==> config.mk <==
export PLATFORM = sky130hd
export DESIGN_NAME = rstpulse_gen
export DESIGN_NICKNAME = d
export VERILOG_FILES = /design/src/rtl/rstpulse_gen.sv
export SDC_FILE = /design/constraint.sdc
export NUM_CORES = 1
export LEC_CHECK = 0
export BUFFER_PORTS_ARGS = -buffer_cell sky130_fd_sc_hd__buf_4
export CAP_MARGIN = 20
export CORE_AREA = 2 2 73 75
export CTS_BUF_LIST = sky130_fd_sc_hd__clkbuf_8 sky130_fd_sc_hd__clkbuf_16
export CTS_CLUSTER_DIAMETER = 60
export DETAILED_ROUTE_END_ITERATION = 10
export DIE_AREA = 0 0 75 77
export PLACE_DENSITY_LB_ADDON = 0.2
export SYNTH_ARGS = -nofsm -noshare
export SYNTH_HDL_FRONTEND = slang
export SYNTH_SLANG_ARGS = --single-unit
export TNS_END_PERCENT = 1
==> constraint.sdc <==
create_clock -name clk -period 2.77 [get_ports clk]
set_input_delay 0.277 -clock clk [delete_from_list [all_inputs] [get_ports clk]]
set_output_delay 0.277 -clock clk [all_outputs]
set_load 0.02 [all_outputs]
==> src/rtl/rstpulse_gen.sv <==
module rstpulse_gen #(
  parameter int WIDTH_BITS  = 20,
  parameter int RESET_WIDTH = 255,
  parameter logic [7:0] KEY_POL_HI = 8'hA5,
  parameter logic [7:0] KEY_POL_LO = 8'h5A,
  parameter logic [7:0] KEY_DRV_PP = 8'hA8,
  parameter logic [7:0] KEY_DRV_OD = 8'h8A
) (
  input  logic        clk,
  input  logic        rst_n,
  input  logic        tick_1us,
  input  logic        trig,
  input  logic        cfg_we,
  input  logic [31:0] cfg_wdata,
  output logic [31:0] cfg_rdata,
  output logic        pad_o,
  output logic        pad_oe
);
  localparam int PAD_BITS = 30 - WIDTH_BITS;
  localparam logic [WIDTH_BITS-1:0] RST_LEN = WIDTH_BITS'(RESET_WIDTH);

  logic [WIDTH_BITS-1:0] len_q, cnt_q;
  logic pol_q, drv_q, busy_q;
  logic [7:0] key;
  logic unused_wdata;

  assign key = cfg_wdata[31:24];
  assign unused_wdata = &{1'b0, cfg_wdata};

  always_ff @(posedge clk or negedge rst_n) begin
    if (!rst_n) begin
      len_q <= RST_LEN;
      pol_q <= 1'b0;
      drv_q <= 1'b0;
    end else if (cfg_we) begin
      len_q <= cfg_wdata[WIDTH_BITS-1:0];
      if (key == KEY_POL_HI) pol_q <= 1'b1;
      else if (key == KEY_POL_LO) pol_q <= 1'b0;
      if (key == KEY_DRV_PP) drv_q <= 1'b1;
      else if (key == KEY_DRV_OD) drv_q <= 1'b0;
    end
  end

  always_ff @(posedge clk or negedge rst_n) begin
    if (!rst_n) begin
      busy_q <= 1'b0;
      cnt_q  <= '0;
    end else if (trig) begin
      busy_q <= 1'b1;
      cnt_q  <= len_q;
    end else if (busy_q && tick_1us) begin
      if (cnt_q == '0) busy_q <= 1'b0;
      else cnt_q <= cnt_q - 1'b1;
    end
  end

  assign cfg_rdata = {pol_q, drv_q, {PAD_BITS{1'b0}}, len_q};
  assign pad_o  = drv_q ? (busy_q ? pol_q : ~pol_q) : pol_q;
  assign pad_oe = drv_q | busy_q;
endmodule

==> metrics.md <==
| Metric | Value |
|---|---|
| Synth cell types | 45 |
| Setup TNS | 0 ns |
| Multiplexer area fraction after synthesis | between 10% and 20% |
| Post-cts sizing count | 0 |
| Drt total wl | between 4 and 5 mm |
| Seq/Total Area, Yosys | between 40% and 50% |
| Iter 0 DRT Violations | 67 |
| RSZ-0062 raised after global routing | false |
| Final Core Density | 56.5% |
| Cell Area, Synth | 0.00229 sq mm |
| Clk sink count | 43 |
| Overall Power | approximately 1.6 mW |
| IO Count | 71 |
| Highest clock rate | just under 0.5 GHz |
| Initial antenna violation count | 0 |
| Simple-Gate Fraction of Synth Area | between 10% and 20% |
| Worst EP required | slightly below 3 ns |
| GR Util All Layers | roughly 17% |
| Setup Skew | 0.00885 ns |
| H-tree depth | 2 |
| Compound-Gate Fraction of Synth Area | 10.1% |
| Number of flops mapped to enable cells by yosys | 0 |
| Final slew viol count | 0 |
| First-pass GRT wire length | ~7.6 mm |
| Via count | approximately 1700 |
| CTS tree | yes |
| Worst vdd rail ir drop | 0.252 mV |
| Hold Fails Final Rpt | 0 |
| Total grt overflow | 0 |
| Fin crit period | around 2.1 ns |
| Area of the core | 0.00498 sq mm |
| Hold WC Path Type | input pin to flip-flop |
| Detail Placement HPWL | about 3.1 mm |
| Adder-cell share of the synthesized area | 1.09% |
| Period utilization | between 70% and 80% |
| Skew-Pair Late Insertion Delay | 0.29 ns |
| Max clock buf depth | 2 |
| DRC viols | 0 |
| Crit path DAT | ~2.2 ns |
| PD cells | roughly 560 mW/mm^2 |
| Pre-antenna DRT Iters | 4 |
| FFs w/ async S/R, synth | 100% |
| Final setup viols | 0 |
| Vias in the first global route | roughly 1700 |
| Pin count of the biggest net entering global routing | 44 |
| Status | complete, no violations |
| Most common cell after layout, fill and taps aside | buf_4 |
| Die X | roughly 75 microns |
| Leakage power | between 1 and 1.5 nW |
| Synth warnings | 0 |
| Top FF cell, synth | dfrtp_1 |
| Placement Rows | 26 |
| Max Cap Viol | 0 |
| Clock slew at reported path FFs | around 0.080 ns |
| Final net count | approximately 310 |
| Total CTS buffers | 5 |
| RD Place Congestion | 0.836 |
| Antenna cells | 0 |
| ANT nets after route | 0 |
| Synthesized flop and latch total | 43 |
| Synth Area in XOR/XNOR | 6.12% |
| Crit-path max FO | 6 |
| Die Y | around 77 microns |
| Die area | 0.00578 sq mm |
| Synthesis-to-finish area growth | 22.9% |
| Starting Density | 46.0% |
| Largest family of logic cells by synthesized area | simple AND/OR/NAND/NOR gates |
| Post-Syn Area per Cell | 10.4 sq um |
| CTS root buffer | clkbuf_8 |
| Crit path kind | flip-flop to flip-flop |
| Worst r2r path cells | 7 |
| DR WL/cell | around 13 microns |
| Crit end category | flip-flop |
| Port bufs | between 50 and 60 |
| Vias/cell | between 4 and 5 |
| Commonest cells after routing, fill and taps aside | buf_4 (57), dfrtp_1 (35), nand2_1 (25), mux2_2 (20), o21ai_0 (17) |
| Worst slew pin tran | ~0.53 ns |
| Hold Path Stages | 2 |
| Critical Path Source Type | flip-flop |
| Cells after Synth | between 200 and 250 |
| Share of post-route cells with drive strength above 1 | a little over a third |
| Worst slew margin | about 65% |
area by class of cell:
class,instances,area [sq um]
Timing Repair Buffer,58,438
Sequential cell,43,1090
Fill cell,473,2170
Tap cell,70,87.6
Multi-Input combinational cell,161,1080
Inverter,4,15.0
Clock inverter,2,33.8
Clock buffer,5,68.8
routing by layer:
metal  routed length, microns  vias up  track usage, %  share of wire (%)
met5                        0        -               0                  0
met4                       44        0            5.71                1.0
met3                      298        4            4.60                6.8
met2                     2030       51            26.1                 46
met1                     2000      794            22.8                 46
li1                         -      853               -                  -
registers in the layout, indices dropped and copies added (netlist names):
| name | cells |
|---|---|
| drv_q | 1 |
| busy_q | 1 |
| cnt_q | 20 |
| pol_q | 1 |
| len_q | 20 |
cell usage after synthesis, drive strengths merged (2+ instances only):
library cell	count	area [sq um]
nand2	25	93.8
o21ai	24	120
nor4	7	73.8
nand4b	2	17.5
a31oi	2	12.5
nand4	2	12.5
dfstp	8	210
xor2	6	52.6
ha	2	25.0
or3	2	17.5
buf	13	95.1
a21oi	7	35.0
nor3	9	45.0
a211oi	2	15.0
inv	4	15.0
nor3b	2	15.0
xnor2	10	87.6
or2	2	12.5
dfrtp	35	876
nand3	4	20.0
clkbuf	6	32.5
mux2	21	236
nor2	8	30.0
what timing repair did:
action                                 CTS  global route
endpoints found under the hold margin   35             0
hold buffers                             1             0
setup buffers                            0             0
per-stage QoR:
| step | worst slack, ns | cells | hold WS [ns] | area [sq um] |
|---|---|---|---|---|
| CTS | 0.680 | 343 | 0.183 | 2810 |
| finish | 0.697 | 343 | 0.189 | 2810 |
| global route | 0.512 | 343 | 0.201 | 2810 |
| global placement | 0.709 | 335 | 0.301 | 2700 |
| detailed placement | 0.711 | 335 | 0.302 | 2700 |
| floorplan | 0.854 | 228 | -0.0186 | 2320 |
worst paths after layout:
check | startpoint | endpoint | slack, ns
max in group asynchronous | rst_n | len_q[5] | 1.88
worst min-delay path | cfg_wdata[25] | drv_q | 0.19
worst max-delay path | cnt_q[0] | cnt_q[18] | 0.70
min in group asynchronous | rst_n | cnt_q[3] | 0.52
worst max register to register | cnt_q[0] | cnt_q[18] | 0.70
worst min register to register | len_q[16] | cnt_q[16] | 0.52
power breakdown:
| part | switching (mW) | internal (mW) |
|---|---|---|
| logic | 0.169 | 0.164 |
| clock network | 0.198 | 0.261 |
| registers | 0.0741 | 0.708 |
| total | 0.441 | 1.13 |
logic make-up (layout without fill, tap and decap cells):
kind of cell	after synthesis	in the layout
xor gates and xnor gates	16	16
other	1	10
and+or+nand+nor	71	71
buffers and inverters	24	69
AOI/OAI and AO/OA	41	41
adders and majority gates	2	2
muxes	21	21
DFF	43	43
worst max-delay path, cell delays in order (launching register included):
cell	delay, ns
dfrtp_1	0.42
inv_1	0.09
ha_1	0.15
or3b_2	0.50
nor4_4	0.37
nand4b_1	0.17
xor2_1	0.18
o21ai_1	0.07
No activity file was read; power rests on OpenSTA's default activity.
